<file path="config.mk">
export PLATFORM = sky130hd
export DESIGN_NAME = pbus_bridge
export DESIGN_NICKNAME = d
export VERILOG_FILES = /design/src/rtl/pbus_pkg.sv /design/src/rtl/pbus_sync.sv /design/src/rtl/pbus_strobe_ctl.sv /design/src/rtl/pbus_regfile.sv /design/src/rtl/pbus_bridge.sv
export SDC_FILE = /design/constraint.sdc
export NUM_CORES = 1
export LEC_CHECK = 0
export BUFFER_PORTS_ARGS = -buffer_cell sky130_fd_sc_hd__buf_4
export CAP_MARGIN = 10
export CELL_PAD_IN_SITES_DETAIL_PLACEMENT = 1
export CELL_PAD_IN_SITES_GLOBAL_PLACEMENT = 2
export CORE_MARGIN = 2
export CORE_UTILIZATION = 42
export CTS_CLUSTER_SIZE = 20
export DETAILED_ROUTE_END_ITERATION = 6
export PLACE_DENSITY_LB_ADDON = 0.15
export SYNTH_ARGS = -nofsm -noshare
export SYNTH_HDL_FRONTEND = slang
export SYNTH_SLANG_ARGS = --single-unit
</file>
<file path="constraint.sdc">
create_clock -name clk -period 3.3 [get_ports clk]
set_input_delay 0.165 -clock clk [delete_from_list [all_inputs] [get_ports clk]]
set_output_delay 0.165 -clock clk [all_outputs]
set_load 0.005 [all_outputs]
</file>
<file path="src/rtl/pbus_pkg.sv">
package pbus_pkg;

    typedef enum logic [1:0] {
        BUS_SPLIT = 2'b00,
        BUS_DSTRB = 2'b01,
        BUS_RSV_A = 2'b10,
        BUS_RSV_B = 2'b11
    } bus_mode_e;

    typedef struct packed {
        logic valid;
        logic en_lo;
        logic en_hi;
        logic swap;
        logic narrow;
    } lane_sel_t;

    localparam int SYNC_STAGES = 2;
    localparam int DATA_W      = 16;

    function automatic lane_sel_t decode_lanes(input logic [1:0] mode, input logic wide,
                                               input logic bsel_n, input logic a0);
        lane_sel_t l;
        l = '0;
        if (mode == BUS_SPLIT || mode == BUS_DSTRB) begin
            if (!wide) begin
                l.narrow = 1'b1;
                l.en_lo  = !a0;
                l.en_hi  = a0;
            end else begin
                l.en_lo  = !a0;
                l.en_hi  = !bsel_n;
                l.swap   = (mode == BUS_DSTRB);
            end
            l.valid = l.en_lo | l.en_hi;
        end
        return l;
    endfunction

    function automatic logic [DATA_W-1:0] bus_to_reg(input lane_sel_t l, input logic [DATA_W-1:0] d);
        if (l.narrow)    return {d[7:0], d[7:0]};
        else if (l.swap) return {d[7:0], d[15:8]};
        else             return d;
    endfunction

    function automatic logic [DATA_W-1:0] reg_to_bus(input lane_sel_t l, input logic [DATA_W-1:0] w);
        logic [DATA_W-1:0] m;
        m = {l.en_hi ? w[15:8] : 8'h00, l.en_lo ? w[7:0] : 8'h00};
        if (l.narrow)    return {8'h00, m[15:8] | m[7:0]};
        else if (l.swap) return {m[7:0], m[15:8]};
        else             return m;
    endfunction

endpackage

</file>
<file path="src/rtl/pbus_sync.sv">
module pbus_sync import pbus_pkg::*; #(
    parameter int          WIDTH   = 4,
    parameter logic [WIDTH-1:0] RST_VAL = '0
) (
    input  logic             clk,
    input  logic             rst,
    input  logic [WIDTH-1:0] async_in,
    output logic [WIDTH-1:0] sync_out
);
    logic [WIDTH-1:0] stage_q [SYNC_STAGES];

    always_ff @(posedge clk) begin
        if (rst) begin
            for (int i = 0; i < SYNC_STAGES; i++) stage_q[i] <= RST_VAL;
        end else begin
            stage_q[0] <= async_in;
            for (int i = 1; i < SYNC_STAGES; i++) stage_q[i] <= stage_q[i-1];
        end
    end

    assign sync_out = stage_q[SYNC_STAGES-1];
endmodule

</file>
<file path="src/rtl/pbus_strobe_ctl.sv">
module pbus_strobe_ctl import pbus_pkg::*; #(
    parameter int AW = 5
) (
    input  logic          clk,
    input  logic          rst,
    input  logic [1:0]    mode,
    input  logic          ale_s,
    input  logic          rd_s,
    input  logic          wr_s,
    input  logic          ds_s,
    input  logic          rw,
    input  logic [AW-1:0] mux_ad,
    input  logic [AW-1:0] pin_ad,
    output logic          wr_go,
    output logic          rd_act,
    output logic          mux_q,
    output logic [AW-1:0] eff_addr
);
    localparam int PIPE = SYNC_STAGES + 1;

    logic          ale_q, wr_q, ds_q;
    logic [AW-1:0] ad_p [PIPE];
    logic [AW-1:0] lat_q;

    always_ff @(posedge clk) begin
        if (rst) begin
            ale_q <= 1'b0;
            wr_q  <= 1'b1;
            ds_q  <= 1'b1;
            mux_q <= 1'b0;
            lat_q <= '0;
            for (int i = 0; i < PIPE; i++) ad_p[i] <= '0;
        end else begin
            ale_q <= ale_s;
            wr_q  <= wr_s;
            ds_q  <= ds_s;
            ad_p[0] <= mux_ad;
            for (int i = 1; i < PIPE; i++) ad_p[i] <= ad_p[i-1];
            if (ale_q && !ale_s) lat_q <= ad_p[PIPE-1];
            if (mode != BUS_SPLIT)     mux_q <= 1'b0;
            else if (ale_q != ale_s)   mux_q <= 1'b1;
        end
    end

    always_comb begin
        wr_go  = 1'b0;
        rd_act = 1'b0;
        case (mode)
            BUS_SPLIT: begin
                wr_go  = wr_q && !wr_s;
                rd_act = !rd_s;
            end
            BUS_DSTRB: begin
                wr_go  = ds_q && !ds_s && !rw;
                rd_act = !ds_s && rw;
            end
            default: ;
        endcase
    end

    assign eff_addr = (mux_q && mode == BUS_SPLIT) ? lat_q : pin_ad;


    wr_once_chk: assert property (@(posedge clk) disable iff (rst) wr_go |=> !wr_go);


    dstrb_demux_chk: assert property (@(posedge clk) disable iff (rst)
        (mode != BUS_SPLIT) |=> !mux_q);
endmodule

</file>
<file path="src/rtl/pbus_regfile.sv">
module pbus_regfile import pbus_pkg::*; #(
    parameter int AW = 5
) (
    input  logic              clk,
    input  logic              rst,
    input  logic              we,
    input  logic [1:0]        be,
    input  logic [AW-2:0]     idx,
    input  logic [DATA_W-1:0] wdata,
    output logic [DATA_W-1:0] rdata
);
    localparam int NREG = 2 ** (AW - 1);

    logic [DATA_W-1:0] mem [NREG];

    always_ff @(posedge clk) begin
        if (rst) begin
            for (int i = 0; i < NREG; i++) mem[i] <= '0;
        end else if (we) begin
            if (be[0]) mem[idx][7:0]  <= wdata[7:0];
            if (be[1]) mem[idx][15:8] <= wdata[15:8];
        end
    end

    assign rdata = mem[idx];


    keep_hi_chk: assert property (@(posedge clk) disable iff (rst)
        (we && !be[1]) |=> mem[$past(idx)][15:8] == $past(mem[idx][15:8]));


    keep_lo_chk: assert property (@(posedge clk) disable iff (rst)
        (we && !be[0]) |=> mem[$past(idx)][7:0] == $past(mem[idx][7:0]));
endmodule

</file>
<file path="src/rtl/pbus_bridge.sv">
module pbus_bridge import pbus_pkg::*; #(
    parameter int ADDR_W = 5
) (
    input  logic              clk,
    input  logic              rst,
    input  logic [1:0]        mode_sel,
    input  logic              wide_bus,
    input  logic              ale,
    input  logic [ADDR_W-1:0] addr_in,
    input  logic [15:0]       dat_in,
    input  logic              rd_n,
    input  logic              wr_n,
    input  logic              ds_n,
    input  logic              rw,
    input  logic              bsel_n,
    output logic [15:0]       dat_out,
    output logic              dat_oe
);
    logic [3:0]        sync_s;
    logic              wr_go, rd_act, mux_q;
    logic [ADDR_W-1:0] eff_addr;
    lane_sel_t         lane;
    logic [15:0]       word_q;

    pbus_sync #(.WIDTH(4), .RST_VAL(4'b1110)) sync_i (
        .clk      (clk),
        .rst      (rst),
        .async_in ({rd_n, wr_n, ds_n, ale}),
        .sync_out (sync_s)
    );

    pbus_strobe_ctl #(.AW(ADDR_W)) ctl_i (
        .clk      (clk),
        .rst      (rst),
        .mode     (mode_sel),
        .ale_s    (sync_s[0]),
        .rd_s     (sync_s[3]),
        .wr_s     (sync_s[2]),
        .ds_s     (sync_s[1]),
        .rw       (rw),
        .mux_ad   (dat_in[ADDR_W-1:0]),
        .pin_ad   (addr_in),
        .wr_go    (wr_go),
        .rd_act   (rd_act),
        .mux_q    (mux_q),
        .eff_addr (eff_addr)
    );

    assign lane = decode_lanes(mode_sel, wide_bus, bsel_n, eff_addr[0]);

    pbus_regfile #(.AW(ADDR_W)) rf_i (
        .clk   (clk),
        .rst   (rst),
        .we    (wr_go && lane.valid),
        .be    ({lane.en_hi, lane.en_lo}),
        .idx   (eff_addr[ADDR_W-1:1]),
        .wdata (bus_to_reg(lane, dat_in)),
        .rdata (word_q)
    );

    assign dat_oe  = rd_act && lane.valid;
    assign dat_out = dat_oe ? reg_to_bus(lane, word_q) : 16'h0000;


    rsv_quiet_chk: assert property (@(posedge clk) disable iff (rst)
        mode_sel[1] |-> !dat_oe);


    narrow_upper_chk: assert property (@(posedge clk) disable iff (rst)
        !wide_bus |-> dat_out[15:8] == 8'h00);


    no_xfer_chk: assert property (@(posedge clk) disable iff (rst)
        (wide_bus && bsel_n && eff_addr[0]) |-> !dat_oe);
endmodule

</file>
==> results of run 1 <==
==> worst reg2reg max path, cell delays in order (launching register included) <==
cell,delay (ps)
dfxtp_2,360
or3b_4,440
buf_12,170
a21o_4,280
buf_4,210
buf_4,170
nor3_2,410
nand2_1,170
nand2b_1,360
==> state kept, by name, indices dropped and copies added (netlist names) <==
name,flops
ctl_i.ale_q,1
ctl_i.lat_q,5
ctl_i.ds_q,1
sync_i.stage_q,8
ctl_i.wr_q,1
ctl_i.ad_p,15
rf_i.mem,256
ctl_i.mux_q,1
==> Yosys cell counts (4+ instances only) <==
library cell and instances:
nor2_1 280, edfxtp_1 256, nand2_1 137, a21oi_1 61, mux2i_1 46, clkbuf_1 44, nand2b_1 42, dfxtp_1 32
nor2b_1 29, a211oi_1 28, a22oi_1 25, buf_2 23, nand4_1 19, inv_1 16, nand3_1 16, o32ai_1 13
a221oi_1 12, mux2_2 11, nand3b_1 9, or2_2 8, buf_4 7, o21ai_0 7, o22ai_1 7, a32oi_1 6
nor3b_1 6, a2111oi_0 4, and2_1 4, and3_1 4, buf_1 4
==> worst paths after layout <==
check                  startpoint  slack [ps]  cells past startpoint                    to
max                   ctl_i.mux_q        -0.7                     11            dat_out[6]
min                     dat_in[4]          10                      2      ctl_i.ad_p[0][4]
max reg2reg           ctl_i.mux_q         400                      8        rf_i.mem[0][7]
min reg2reg  sync_i.stage_q[0][2]         410                      1  sync_i.stage_q[0][6]
==> area by class of cell <==
class / count / share of cell area
inverter: 16 / 0.00363
sequential: 288 / 0.503
timing repair buffer: 175 / 0.0935
clock inverter: 17 / 0.0108
clock buffer: 45 / 0.0583
multi-input combinational: 813 / 0.301
tap: 396 / 0.0299
==> metrics by stage <==
stage                     utilization  cell area (um2)  setup WS, ps  TNS (ps)
after floorplan                     -            13200           715         0
after global placement          0.471            14500           111         0
after detailed placement        0.471            14500           126         0
after CTS                       0.522            16100         -22.1     -44.5
after global routing            0.537            16600         -60.6      -502
final                           0.537            16600        -0.654    -0.654
==> kinds of logic after synthesis <==
kind of cell	Yosys count
simple gates	574
flops	288
fa+ha+maj	1
mux	59
compound gates	179
buf+inv	96
==> repair_timing <==
item	in CTS	in global routing
buffers inserted	12	5
resized for setup	38	69
endpoints found under the hold margin	13	0
setup endpoints to repair	16	16
hold buffers	13	0
pin swaps	12	29
gates cloned	2	2
==> power by group through the flow <==
stage	sequential (mW)	combinational, mW	clock [mW]
after floorplan	4.16	0.368	0
after global placement	4.18	0.687	0
after detailed placement	4.18	0.694	0
after CTS	4.11	0.758	3.91
after global routing	4.12	0.861	4.04
final	4.11	0.823	3.88
==> per-layer routing <==
| layer | track usage | wire, um | share of wire | vias up |
|---|---|---|---|---|
| li1 | - | - | - | 4551 |
| met1 | 0.399 | 20500 | 0.44 | 5422 |
| met2 | 0.429 | 21000 | 0.45 | 474 |
| met3 | 0.0720 | 4560 | 0.097 | 71 |
| met4 | 0.0810 | 971 | 0.021 | 0 |
| met5 | 0 | 0 | 0 | - |
==> flow_summary.html, run 1 <==
<table>
<tr><th>Metric</th><th>Value</th></tr>
<tr><th colspan="2">Routing</th></tr>
<tr><td>Post-Route WL</td><td>47.0 mm</td></tr>
<tr><td>Starting DRT DRC Count</td><td>1149</td></tr>
<tr><td>Residual DRC count</td><td>0</td></tr>
<tr><td>Antenna Nets Post-Route</td><td>0</td></tr>
<tr><td>DR vias</td><td>10500</td></tr>
<tr><td>Average wire per cell in the routed design</td><td>26.8 um</td></tr>
<tr><td>Pre-antenna DRT Iters</td><td>6</td></tr>
<tr><td>Per-cell via count in the routed design</td><td>6.01</td></tr>
<tr><th colspan="2">Clock network</th></tr>
<tr><td>Number of clock sinks seen by CTS</td><td>288</td></tr>
<tr><td>Later-pin clock latency in the skew report</td><td>520 ps</td></tr>
<tr><td>Clock tree root driver cell</td><td>clkbuf_16</td></tr>
<tr><td>Clock tree from TritonCTS</td><td>yes</td></tr>
<tr><td>Maximum clock path buffer count</td><td>3</td></tr>
<tr><td>Clock slew at the register clock pins of the worst setup and hold paths</td><td>50 ps</td></tr>
<tr><td>H-tree level count</td><td>2</td></tr>
<tr><td>CTS Buf Count</td><td>35</td></tr>
<tr><th colspan="2">Final layout</th></tr>
<tr><td>Leading cell types in the layout, fill and taps excluded</td><td>280 x nor2_1, 256 x edfxtp_1, 143 x buf_4</td></tr>
<tr><td>Total of fill cells in the finished design</td><td>3217</td></tr>
<tr><td>Most frequent standard cell in the layout excluding fill and tap cells</td><td>nor2_1</td></tr>
<tr><td>Share of cells above drive strength 1</td><td>0.234</td></tr>
<tr><td>Layout net count</td><td>1362</td></tr>
<tr><td>Number of diodes added for antenna fixing</td><td>0</td></tr>
<tr><td>Final Instance Count excl. Fillers</td><td>1750</td></tr>
<tr><td>Register cell area after layout</td><td>8330 um2</td></tr>
<tr><td>Signed area change from the synthesized netlist to the final layout</td><td>25.2%</td></tr>
<tr><td>Area of the multi-input gates</td><td>4980 um2</td></tr>
<tr><th colspan="2">Synthesis</th></tr>
<tr><td>Adder and majority cell fraction of the synthesized area</td><td>0.000946</td></tr>
<tr><td>Warnings, synthesis</td><td>0</td></tr>
<tr><td>Dominant combinational cell family by area after synthesis</td><td>simple AND/OR/NAND/NOR gates</td></tr>
<tr><td>Synthesized-area fraction occupied by xor and xnor cells</td><td>0</td></tr>
<tr><td>Post-synthesis async set-or-reset flop share</td><td>0</td></tr>
<tr><td>Library cell with the largest summed area after synthesis</td><td>edfxtp_1</td></tr>
<tr><td>Synth Register Bits</td><td>288</td></tr>
<tr><td>Simple-gate share of the synthesized area</td><td>0.196</td></tr>
<tr><td>Mapped Avg Cell Area</td><td>11.0 um2</td></tr>
<tr><td>Mapped Area</td><td>13200 um2</td></tr>
<tr><td>Count of flip-flops with a built-in enable after synthesis</td><td>256</td></tr>
<tr><td>Complex-gate fraction of the synthesized area</td><td>0.0948</td></tr>
<tr><td>Library cells used by synthesis</td><td>56</td></tr>
<tr><td>Post-synthesis instance total</td><td>1197</td></tr>
<tr><td>Portion of netlist area occupied by mux cells</td><td>0.0464</td></tr>
<tr><td>Dominant cells by area after synthesis</td><td>edfxtp_1 58%, nor2_1 7.9%, dfxtp_1 4.8%</td></tr>
<tr><td>Area share of the largest cell type after synthesis</td><td>0.581</td></tr>
<tr><td>Sequential share of the synthesized area</td><td>0.630</td></tr>
<tr><td>Post-synthesis net count</td><td>1230</td></tr>
<tr><td>Top flip-flop cell by instance count after synthesis</td><td>edfxtp_1</td></tr>
<tr><th colspan="2">GRT</th></tr>
<tr><td>Aggregate global-route resource usage</td><td>0.282</td></tr>
<tr><td>Largest net degree at the start of global routing</td><td>59</td></tr>
<tr><td>Wire length of the first global-routing pass</td><td>68.2 mm</td></tr>
<tr><td>Total grt overflow</td><td>0</td></tr>
<tr><td>Initial antenna violation count</td><td>0</td></tr>
<tr><td>Via count of the first global-routing pass</td><td>10400</td></tr>
<tr><th colspan="2">Pwr</th></tr>
<tr><td>Int Pwr</td><td>6.71 mW</td></tr>
<tr><td>Relative contribution of combinational cells to total power</td><td>0.093</td></tr>
<tr><td>Share of power burned in registers</td><td>0.466</td></tr>
<tr><td>Part of the power in the clock network</td><td>0.440</td></tr>
<tr><td>VDD IR-drop max</td><td>394 uV</td></tr>
<tr><td>Switch Pwr</td><td>2.11 mW</td></tr>
<tr><td>Cell leakage power</td><td>6.06 nW</td></tr>
<tr><td>Power density over the cells</td><td>533 nW/um2</td></tr>
<tr><td>Power after layout</td><td>8.82 mW</td></tr>
<tr><td>Sw Ratio</td><td>0.239</td></tr>
<tr><th colspan="2">Floorplanning</th></tr>
<tr><td>Initial Util</td><td>0.429</td></tr>
<tr><td>Die span in x</td><td>181 um</td></tr>
<tr><td>Chip height</td><td>181 um</td></tr>
<tr><td>Core Region</td><td>30800 um2</td></tr>
<tr><td>Number of placed I/O pins</td><td>49</td></tr>
<tr><td>Row count</td><td>64</td></tr>
<tr><td>Die outline area</td><td>32900 um2</td></tr>
<tr><th colspan="2">Worst setup path</th></tr>
<tr><td>Largest stage delay on the critical path</td><td>430 ps</td></tr>
<tr><td>Worst EP required</td><td>3130 ps</td></tr>
<tr><td>Total buffers and inverters traversed by the critical path</td><td>5</td></tr>
<tr><td>Cell-by-cell listing of the critical path</td><td>or3b_4, buf_12, a21oi_4, buf_4, buf_12, mux2i_1, o22ai_1, a211oi_2, buf_4, o32ai_2, buf_4</td></tr>
<tr><td>Worst Setup Path Type</td><td>flip-flop to primary output</td></tr>
<tr><td>Critical path capture point type</td><td>primary output</td></tr>
<tr><td>Slowest stage cell, crit path</td><td>or3b_4</td></tr>
<tr><td>Dominant delay contributor by cell family on the critical path</td><td>buffers and inverters</td></tr>
<tr><td>Highest fanout seen on the critical path</td><td>13</td></tr>
<tr><td>Arrival time reported for the critical path endpoint</td><td>3140 ps</td></tr>
<tr><td>Most Frequent Cell on Critical Path</td><td>buf_4</td></tr>
<tr><td>Startpoint type of the worst setup path</td><td>flip-flop</td></tr>
<tr><th colspan="2">STA</th></tr>
<tr><td>Setup Viol. Count Final</td><td>1</td></tr>
<tr><td>RSZ-0062 raised after global routing</td><td>yes</td></tr>
<tr><td>Final critical delay including setup and external delays</td><td>3300 ps</td></tr>
<tr><td>Highest attainable clock frequency</td><td>303 MHz</td></tr>
<tr><td>Max-slew violation total from the final report</td><td>0</td></tr>
<tr><td>Worst relative slew slack</td><td>0.535</td></tr>
<tr><td>Portion of the clock cycle consumed by the worst path in the final layout</td><td>1.00</td></tr>
<tr><td>Fin. Hold Viols</td><td>0</td></tr>
<tr><td>Worst clock skew on the final layout</td><td>20.8 ps</td></tr>
<tr><td>Actual slew at the worst max-slew pin</td><td>679 ps</td></tr>
<tr><td>Final hold slack</td><td>11.4 ps</td></tr>
<tr><td>Worst Setup Slack, final</td><td>-0.654 ps</td></tr>
<tr><th colspan="2">Placement</th></tr>
<tr><td>Placer congestion estimate</td><td>0.866</td></tr>
<tr><td>Port buffer count</td><td>48</td></tr>
<tr><td>Placed wire-length estimate after detailed placement</td><td>31.4 mm</td></tr>
<tr><td>Placed Cells</td><td>1654</td></tr>
<tr><th colspan="2">Job</th></tr>
<tr><td>Max-cap viol count</td><td>0</td></tr>
<tr><th colspan="2">Status</th></tr>
<tr><td>Run status</td><td>finished with violations</td></tr>
<tr><td>Violated checks</td><td>setup timing</td></tr>
<tr><th colspan="2">Min path</th></tr>
<tr><td>Hold/Removal Path Class</td><td>input port to flip-flop</td></tr>
</table>
No activity file was read; power rests on OpenSTA's default activity.
==> inputs of run 2 (changes only) <==
--- a/config.mk
+++ b/config.mk
@@ -13,7 +13,7 @@
 export CORE_UTILIZATION = 42
 export CTS_CLUSTER_SIZE = 20
 export DETAILED_ROUTE_END_ITERATION = 6
-export PLACE_DENSITY_LB_ADDON = 0.15
+export PLACE_DENSITY_LB_ADDON = 0.3
 export SYNTH_ARGS = -nofsm -noshare
 export SYNTH_HDL_FRONTEND = slang
 export SYNTH_SLANG_ARGS = --single-unit
==> run 2 against run 1 <==
The flow still finishes with violations (setup timing). Clock skew is 6.1 ps lower. Die area stayed put. Clock power fell by 11%. Worst setup slack about the same. Sequential cell count unchanged. Via count fell by 0.22%. Routed wire length fell by 1.9%. Worst hold slack improved by 36 ps. Critical path type unchanged. Highest routed layer unchanged.
==> flow_summary.html, run 2 (synthesized netlist as in run 1, its figures left out) <==
<table>
<tr><th>Metric</th><th>Value</th></tr>
<tr><th colspan="2">Worst setup path</th></tr>
<tr><td>Highest fanout seen on the critical path</td><td>13 (unchanged)</td></tr>
<tr><td>Worst Setup Path Type</td><td>flip-flop to primary output</td></tr>
<tr><td>Startpoint type of the worst setup path</td><td>flip-flop</td></tr>
<tr><td>Largest stage delay on the critical path</td><td>460 ps (+30 ps)</td></tr>
<tr><td>Most Frequent Cell on Critical Path</td><td>buf_4</td></tr>
<tr><td>Arrival time reported for the critical path endpoint</td><td>3140 ps (about the same)</td></tr>
<tr><td>Slowest stage cell, crit path</td><td>a211oi_1</td></tr>
<tr><td>Critical path capture point type</td><td>primary output</td></tr>
<tr><td>Cell-by-cell listing of the critical path</td><td>or3b_4, buf_12, a21o_4, buf_4, a211oi_1, a211oi_1, buf_4, nand2b_1, o32ai_4, buf_4</td></tr>
<tr><td>CP startpoint</td><td>ctl_i.mux_q</td></tr>
<tr><td>Worst EP required</td><td>3130 ps (about the same)</td></tr>
<tr><td>Startpoint of the worst-slack reg-to-reg timing path</td><td>ctl_i.mux_q</td></tr>
<tr><th colspan="2">Clock network</th></tr>
<tr><td>CTS Buf Count</td><td>34 (-2.9%)</td></tr>
<tr><td>Later-pin clock latency in the skew report</td><td>510 ps (about the same)</td></tr>
<tr><td>Number of clock sinks seen by CTS</td><td>288 (unchanged)</td></tr>
<tr><td>Maximum clock path buffer count</td><td>3 (unchanged)</td></tr>
<tr><td>H-tree level count</td><td>2 (unchanged)</td></tr>
<tr><td>Clock tree from TritonCTS</td><td>yes</td></tr>
<tr><td>Clock tree root driver cell</td><td>clkbuf_16</td></tr>
<tr><td>Clock slew at the register clock pins of the worst setup and hold paths</td><td>60 ps (about the same)</td></tr>
<tr><th colspan="2">Routing</th></tr>
<tr><td>Average wire per cell in the routed design</td><td>26.3 um (-2.1%)</td></tr>
<tr><td>Starting DRT DRC Count</td><td>1075 (-6.4%)</td></tr>
<tr><td>DR vias</td><td>10500 (-0.22%)</td></tr>
<tr><td>Per-cell via count in the routed design</td><td>5.98 (-0.45%)</td></tr>
<tr><td>Antenna Nets Post-Route</td><td>0 (unchanged)</td></tr>
<tr><td>Residual DRC count</td><td>0 (unchanged)</td></tr>
<tr><td>Pre-antenna DRT Iters</td><td>5 (-1)</td></tr>
<tr><td>Post-Route WL</td><td>46.1 mm (-1.9%)</td></tr>
<tr><th colspan="2">Final layout</th></tr>
<tr><td>Layout net count</td><td>1366 (+0.29%)</td></tr>
<tr><td>Signed area change from the synthesized netlist to the final layout</td><td>22.9%</td></tr>
<tr><td>Register cell area after layout</td><td>8330 um2 (about the same)</td></tr>
<tr><td>Share of cells above drive strength 1</td><td>0.222 (-0.0125)</td></tr>
<tr><td>Largest register by flop count</td><td>rf_i.mem</td></tr>
<tr><td>Largest register FFs</td><td>256 (unchanged)</td></tr>
<tr><td>Area of the multi-input gates</td><td>4840 um2 (-2.7%)</td></tr>
<tr><td>Most frequent standard cell in the layout excluding fill and tap cells</td><td>nor2_1</td></tr>
<tr><td>Leading cell types in the layout, fill and taps excluded</td><td>280 x nor2_1, 256 x edfxtp_1, 151 x buf_4</td></tr>
<tr><td>Number of diodes added for antenna fixing</td><td>0 (unchanged)</td></tr>
<tr><td>Total of fill cells in the finished design</td><td>3271 (+1.7%)</td></tr>
<tr><td>Largest registers</td><td>rf_i.mem: 256 flops, ctl_i.ad_p: 15 flops, sync_i.stage_q: 8 flops</td></tr>
<tr><th colspan="2">GRT</th></tr>
<tr><td>Wire length of the first global-routing pass</td><td>66.9 mm (-1.9%)</td></tr>
<tr><td>Initial antenna violation count</td><td>0 (unchanged)</td></tr>
<tr><td>Total grt overflow</td><td>0 (unchanged)</td></tr>
<tr><td>Largest net degree at the start of global routing</td><td>43 (-27%)</td></tr>
<tr><td>Aggregate global-route resource usage</td><td>0.275 (-0.00706)</td></tr>
<tr><td>Via count of the first global-routing pass</td><td>10400 (-0.26%)</td></tr>
<tr><th colspan="2">Pwr</th></tr>
<tr><td>Cell leakage power</td><td>6.00 nW (-1.0%)</td></tr>
<tr><td>Power density over the cells</td><td>514 nW/um2 (-3.5%)</td></tr>
<tr><td>VDD IR-drop max</td><td>343 uV (-13%)</td></tr>
<tr><td>Power after layout</td><td>8.35 mW (-5.3%)</td></tr>
<tr><th colspan="2">Min path</th></tr>
<tr><td>Hold/Removal Path Class</td><td>input port to flip-flop</td></tr>
<tr><td>Worst min-delay path startpoint</td><td>mode_sel[1]</td></tr>
<tr><th colspan="2">Floorplanning</th></tr>
<tr><td>Die outline area</td><td>32900 um2 (unchanged)</td></tr>
<tr><td>Chip height</td><td>181 um (unchanged)</td></tr>
<tr><td>Core Region</td><td>30800 um2 (unchanged)</td></tr>
<tr><td>Number of placed I/O pins</td><td>49 (unchanged)</td></tr>
<tr><td>Initial Util</td><td>0.429 (unchanged)</td></tr>
<tr><td>Die span in x</td><td>181 um (unchanged)</td></tr>
<tr><td>Row count</td><td>64 (unchanged)</td></tr>
<tr><th colspan="2">STA</th></tr>
<tr><td>Total negative slack</td><td>-0.396 ps (+0.258 ps)</td></tr>
<tr><td>Fin. Hold Viols</td><td>0 (unchanged)</td></tr>
<tr><td>Portion of the clock cycle consumed by the worst path in the final layout</td><td>1.00 (about the same)</td></tr>
<tr><td>Worst Setup Slack, final</td><td>-0.396 ps (+0.258 ps)</td></tr>
<tr><td>Setup Viol. Count Final</td><td>1 (unchanged)</td></tr>
<tr><td>Worst relative slew slack</td><td>0.545 (+0.00997)</td></tr>
<tr><td>Final critical delay including setup and external delays</td><td>3300 ps (-0.258 ps)</td></tr>
<tr><td>Highest attainable clock frequency</td><td>303 MHz (about the same)</td></tr>
<tr><td>Final hold slack</td><td>47.4 ps (+36.1 ps)</td></tr>
<tr><td>Max-slew violation total from the final report</td><td>0 (unchanged)</td></tr>
<tr><td>Worst clock skew on the final layout</td><td>14.7 ps (-6.12 ps)</td></tr>
<tr><td>Actual slew at the worst max-slew pin</td><td>683 ps (+4.46 ps)</td></tr>
<tr><th colspan="2">Placement</th></tr>
<tr><td>Placer congestion estimate</td><td>0.902 (+4.2%)</td></tr>
<tr><td>Placed wire-length estimate after detailed placement</td><td>31.0 mm (-1.1%)</td></tr>
<tr><td>Port buffer count</td><td>48 (unchanged)</td></tr>
<tr><th colspan="2">Status</th></tr>
<tr><td>Violated checks</td><td>setup timing</td></tr>
<tr><td>Run status</td><td>finished with violations</td></tr>
<tr><th colspan="2">Job</th></tr>
<tr><td>Max-cap viol count</td><td>0 (unchanged)</td></tr>
</table>
run 2: worst paths after layout:
path,end,slack (ps),cells past startpoint
worst max-delay path,dat_out[15],-0.4,10
worst min-delay path,ctl_i.mux_q,50,3
worst max register to register,rf_i.mem[2][12],430,6
worst min register to register,sync_i.stage_q[0][6],410,1
run 2: through the flow:
stage          std cells  worst slack (ps)  utilization  instance area, um2
3_5_place_dp        1664              17.5        0.473               14600
2_1_floorplan       1197               715            -               13200
4_1_cts             1746              3.26        0.518               16000
5_1_grt             1754             -46.7        0.527               16300
3_3_place_gp        1664               160        0.473               14600
6_report            1754            -0.396        0.527               16300
run 2: power breakdown:
part	switching, mW	leakage (nW)	internal [mW]
Clock	1.47	0.501	1.98
Sequential	0.0401	2.93	4.07
Combinational	0.536	2.56	0.259
run 2: repair_timing:
item	CTS	global route
pin swaps	3	14
gates cloned	1	4
buffers inserted	5	4
hold endpoints to repair	15	0
setup endpoints to repair	16	14
gates resized for setup	31	38
hold buffers	15	0
run 2: area by class of cell:
type / instances / share of cell area
clock inverters: 18 / 0.00531
well taps: 396 / 0.0305
inverters: 16 / 0.00369
multi-input cells: 815 / 0.298
repair buffers: 178 / 0.0930
flip-flops and latches: 288 / 0.513
clock buffers: 43 / 0.0569
run 2: worst max-delay path, delay by kind of cell (launching register included):
kind / cells / cell delay [ps]
AND/OR/NAND/NOR: 2 / 590
buffers and inverters: 4 / 730
AO/OA/AOI/OAI: 4 / 930
flip-flops: 1 / 360
run 2: routing by layer:
layer  global-route usage  part of all wire  routed length [um]
met5                    0                 0                   0
met4               0.0878             0.027                1230
met3               0.0548             0.089                4100
met2                0.418              0.45               20600
met1                0.397              0.44               20200
==> inputs of run 3 (changes only) <==
==> constraint.sdc (replaced) <==
create_clock -name clk -period 3.3 [get_ports clk]
set_input_delay 0.33 -clock clk [delete_from_list [all_inputs] [get_ports clk]]
set_output_delay 0.33 -clock clk [all_outputs]
set_load 0.005 [all_outputs]
==> run 3 against run 2 <==
The flow still finishes with violations (setup timing). First-iteration DRC count decreased by 4.8%. Worst hold slack got worse by 24 ps. Sequential power barely moved. Register-to-register slack better by 100 ps. Maximum frequency is 3.1% lower. Cell count about the same. Sequential cell count did not move. Final area grew 1.8%. Total power increased by 1.6%. Sequential share of layout area is 0.91 points lower. Largest cell class unchanged. Largest power group unchanged.
==> flow_summary.html, run 3 (synthesized netlist as in run 1, its figures left out) <==
<table>
<tr><th>Metric</th><th>Value</th></tr>
<tr><th colspan="2">Status</th></tr>
<tr><td>Run status</td><td>finished with violations</td></tr>
<tr><td>Violated checks</td><td>setup timing</td></tr>
<tr><th colspan="2">Routing</th></tr>
<tr><td>Residual DRC count</td><td>0 (unchanged)</td></tr>
<tr><td>Antenna Nets Post-Route</td><td>0 (unchanged)</td></tr>
<tr><td>DR vias</td><td>10500 (+0.11%)</td></tr>
<tr><td>Starting DRT DRC Count</td><td>1023 (-4.8%)</td></tr>
<tr><td>Per-cell via count in the routed design</td><td>5.99 (+0.17%)</td></tr>
<tr><td>Post-Route WL</td><td>47.4 mm (+2.9%)</td></tr>
<tr><td>Average wire per cell in the routed design</td><td>27.1 um (+2.9%)</td></tr>
<tr><td>Pre-antenna DRT Iters</td><td>5 (unchanged)</td></tr>
<tr><th colspan="2">Final layout</th></tr>
<tr><td>Number of diodes added for antenna fixing</td><td>0 (unchanged)</td></tr>
<tr><td>Largest register FFs</td><td>256 (unchanged)</td></tr>
<tr><td>Largest register by flop count</td><td>rf_i.mem</td></tr>
<tr><td>Signed area change from the synthesized netlist to the final layout</td><td>25.1%</td></tr>
<tr><td>Register cell area after layout</td><td>8330 um2 (about the same)</td></tr>
<tr><td>Most frequent standard cell in the layout excluding fill and tap cells</td><td>nor2_1</td></tr>
<tr><td>Largest registers</td><td>rf_i.mem: 256 flops, ctl_i.ad_p: 15 flops, sync_i.stage_q: 8 flops</td></tr>
<tr><td>Leading cell types in the layout, fill and taps excluded</td><td>280 x nor2_1, 256 x edfxtp_1, 154 x buf_4</td></tr>
<tr><td>Post-route cell area</td><td>16500 um2 (+1.8%)</td></tr>
<tr><td>Area of the multi-input gates</td><td>4990 um2 (+2.9%)</td></tr>
<tr><td>Share of cells above drive strength 1</td><td>0.241 (+0.0193)</td></tr>
<tr><td>Total of fill cells in the finished design</td><td>3241 (-0.92%)</td></tr>
<tr><td>Layout net count</td><td>1366 (unchanged)</td></tr>
<tr><th colspan="2">Clock network</th></tr>
<tr><td>H-tree level count</td><td>2 (unchanged)</td></tr>
<tr><td>Hold-fix buffers, CTS</td><td>0 (-15)</td></tr>
<tr><td>Later-pin clock latency in the skew report</td><td>510 ps (about the same)</td></tr>
<tr><td>Clock tree root driver cell</td><td>clkbuf_16</td></tr>
<tr><td>Clock tree from TritonCTS</td><td>yes</td></tr>
<tr><td>CTS Buf Count</td><td>34 (unchanged)</td></tr>
<tr><td>Number of clock sinks seen by CTS</td><td>288 (unchanged)</td></tr>
<tr><td>Maximum clock path buffer count</td><td>3 (unchanged)</td></tr>
<tr><td>Clock slew at the register clock pins of the worst setup and hold paths</td><td>50 ps (about the same)</td></tr>
<tr><th colspan="2">Worst setup path</th></tr>
<tr><td>Startpoint type of the worst setup path</td><td>flip-flop</td></tr>
<tr><td>Highest fanout seen on the critical path</td><td>25 (+12)</td></tr>
<tr><td>Arrival time reported for the critical path endpoint</td><td>3080 ps (-60 ps)</td></tr>
<tr><td>Critical path capture point type</td><td>primary output</td></tr>
<tr><td>Worst EP required</td><td>2970 ps (-160 ps)</td></tr>
<tr><td>Worst Setup Path Type</td><td>flip-flop to primary output</td></tr>
<tr><th colspan="2">Floorplanning</th></tr>
<tr><td>Initial Util</td><td>0.429 (unchanged)</td></tr>
<tr><td>Number of placed I/O pins</td><td>49 (unchanged)</td></tr>
<tr><td>Die span in x</td><td>181 um (unchanged)</td></tr>
<tr><td>Core Region</td><td>30800 um2 (unchanged)</td></tr>
<tr><td>Chip height</td><td>181 um (unchanged)</td></tr>
<tr><td>Die outline area</td><td>32900 um2 (unchanged)</td></tr>
<tr><td>Row count</td><td>64 (unchanged)</td></tr>
<tr><th colspan="2">Pwr</th></tr>
<tr><td>Power density over the cells</td><td>513 nW/um2 (-0.23%)</td></tr>
<tr><td>Cell leakage power</td><td>6.09 nW (+1.6%)</td></tr>
<tr><td>Sw Ratio</td><td>0.246 (+0.00139)</td></tr>
<tr><td>Relative contribution of combinational cells to total power</td><td>0.100 (+0.005)</td></tr>
<tr><td>Part of the power in the clock network</td><td>0.415 (+0.002)</td></tr>
<tr><td>Int Pwr</td><td>6.40 mW (+1.4%)</td></tr>
<tr><td>Switch Pwr</td><td>2.09 mW (+2.1%)</td></tr>
<tr><td>VDD IR-drop max</td><td>261 uV (-24%)</td></tr>
<tr><td>Share of power burned in registers</td><td>0.485 (-0.007)</td></tr>
<tr><th colspan="2">STA</th></tr>
<tr><td>Actual slew at the worst max-slew pin</td><td>680 ps (-2.82 ps)</td></tr>
<tr><td>Worst clock skew on the final layout</td><td>22.4 ps (+7.76 ps)</td></tr>
<tr><td>Max-slew violation total from the final report</td><td>0 (unchanged)</td></tr>
<tr><td>Worst Setup Slack, final</td><td>-106 ps (-106 ps)</td></tr>
<tr><td>Highest attainable clock frequency</td><td>294 MHz (-3.1%)</td></tr>
<tr><td>Setup Viol. Count Final</td><td>13 (+12)</td></tr>
<tr><td>RSZ-0062 raised after global routing</td><td>yes</td></tr>
<tr><td>Worst relative slew slack</td><td>0.546 (+0.00188)</td></tr>
<tr><td>Total negative slack</td><td>-456 ps (-456 ps)</td></tr>
<tr><td>Fin. Hold Viols</td><td>0 (unchanged)</td></tr>
<tr><td>Portion of the clock cycle consumed by the worst path in the final layout</td><td>1.03 (+0.0321)</td></tr>
<tr><td>Final critical delay including setup and external delays</td><td>3410 ps (+106 ps)</td></tr>
<tr><th colspan="2">GRT</th></tr>
<tr><td>Total grt overflow</td><td>0 (unchanged)</td></tr>
<tr><td>Wire length of the first global-routing pass</td><td>68.7 mm (+2.7%)</td></tr>
<tr><td>Via count of the first global-routing pass</td><td>10600 (+1.5%)</td></tr>
<tr><td>Aggregate global-route resource usage</td><td>0.284 (+0.00945)</td></tr>
<tr><td>Initial antenna violation count</td><td>0 (unchanged)</td></tr>
<tr><td>Largest net degree at the start of global routing</td><td>62 (+44%)</td></tr>
<tr><th colspan="2">Job</th></tr>
<tr><td>Max-cap viol count</td><td>0 (unchanged)</td></tr>
<tr><th colspan="2">Min path</th></tr>
<tr><td>Hold/Removal Path Class</td><td>input port to flip-flop</td></tr>
<tr><th colspan="2">Placement</th></tr>
<tr><td>Port buffer count</td><td>48 (unchanged)</td></tr>
<tr><td>Placed Area</td><td>14600 um2 (+0.21%)</td></tr>
<tr><td>Placer congestion estimate</td><td>0.858 (-4.9%)</td></tr>
<tr><td>Placed wire-length estimate after detailed placement</td><td>31.5 mm (+1.5%)</td></tr>
</table>
run 3: worst max-delay path: stages (launching register included):
cell,delay (ps)
dfxtp_2,350
or3b_4,480
a21oi_4,200
buf_12,140
buf_12,180
a21oi_1,100
a22oi_2,320
nand4_1,280
o32ai_4,250
buf_4,180
buf_6,80
run 3: per-layer routing:
layer / routed length, um / GRT usage
met3: 5260 / 0.0933
met2: 21100 / 0.430
met5: 0 / 0
met4: 1170 / 0.0816
met1: 19800 / 0.392
run 3: layout make-up:
| class | count | share of cell area |
|---|---|---|
| Clock inverter | 18 | 0.00688 |
| Inverter | 16 | 0.00363 |
| Clock buffer | 42 | 0.0550 |
| Timing Repair Buffer | 180 | 0.0999 |
| Tap cell | 396 | 0.0299 |
| Sequential cell | 288 | 0.503 |
| Multi-Input combinational cell | 813 | 0.301 |
run 3: through the flow:
stage | power [mW] | worst slack [ps] | instances | utilization | hold WS (ps)
floorplan | 4.53 | 715 | 1197 | - | 389
global placement | 4.87 | 12.9 | 1663 | 0.474 | 395
detailed placement | 4.89 | -56.3 | 1663 | 0.474 | 399
CTS | 8.46 | -36.0 | 1742 | 0.528 | 11.3
global route | 8.70 | -180 | 1753 | 0.537 | 18.7
finish | 8.48 | -106 | 1753 | 0.537 | 23.6
run 3: final timing paths:
| path | from | end | slack [ps] | depth (start not counted) |
|---|---|---|---|---|
| setup / recovery | ctl_i.mux_q | dat_out[13] | -110 | 10 |
| hold / removal | ds_n | sync_i.stage_q[0][1] | 20 | 2 |
| setup reg to reg | ctl_i.mux_q | rf_i.mem[15][3] | 530 | 7 |
| hold reg to reg | sync_i.stage_q[0][3] | sync_i.stage_q[0][7] | 410 | 1 |
run 3: repair_timing:
item / in CTS / in global routing
buffers inserted: 16 / 8
pin swaps: 33 / 22
cloned: 3 / 3
gates resized for setup: 81 / 24
setup endpoints to repair: 16 / 16
run 3: power groups by stage:
stage	sequential (mW)	combinational, mW	clock (mW)
floorplan	4.16	0.368	0
global placement	4.18	0.691	0
detailed placement	4.19	0.704	0
CTS	4.11	0.800	3.55
global route	4.12	0.890	3.68
finish	4.12	0.850	3.52
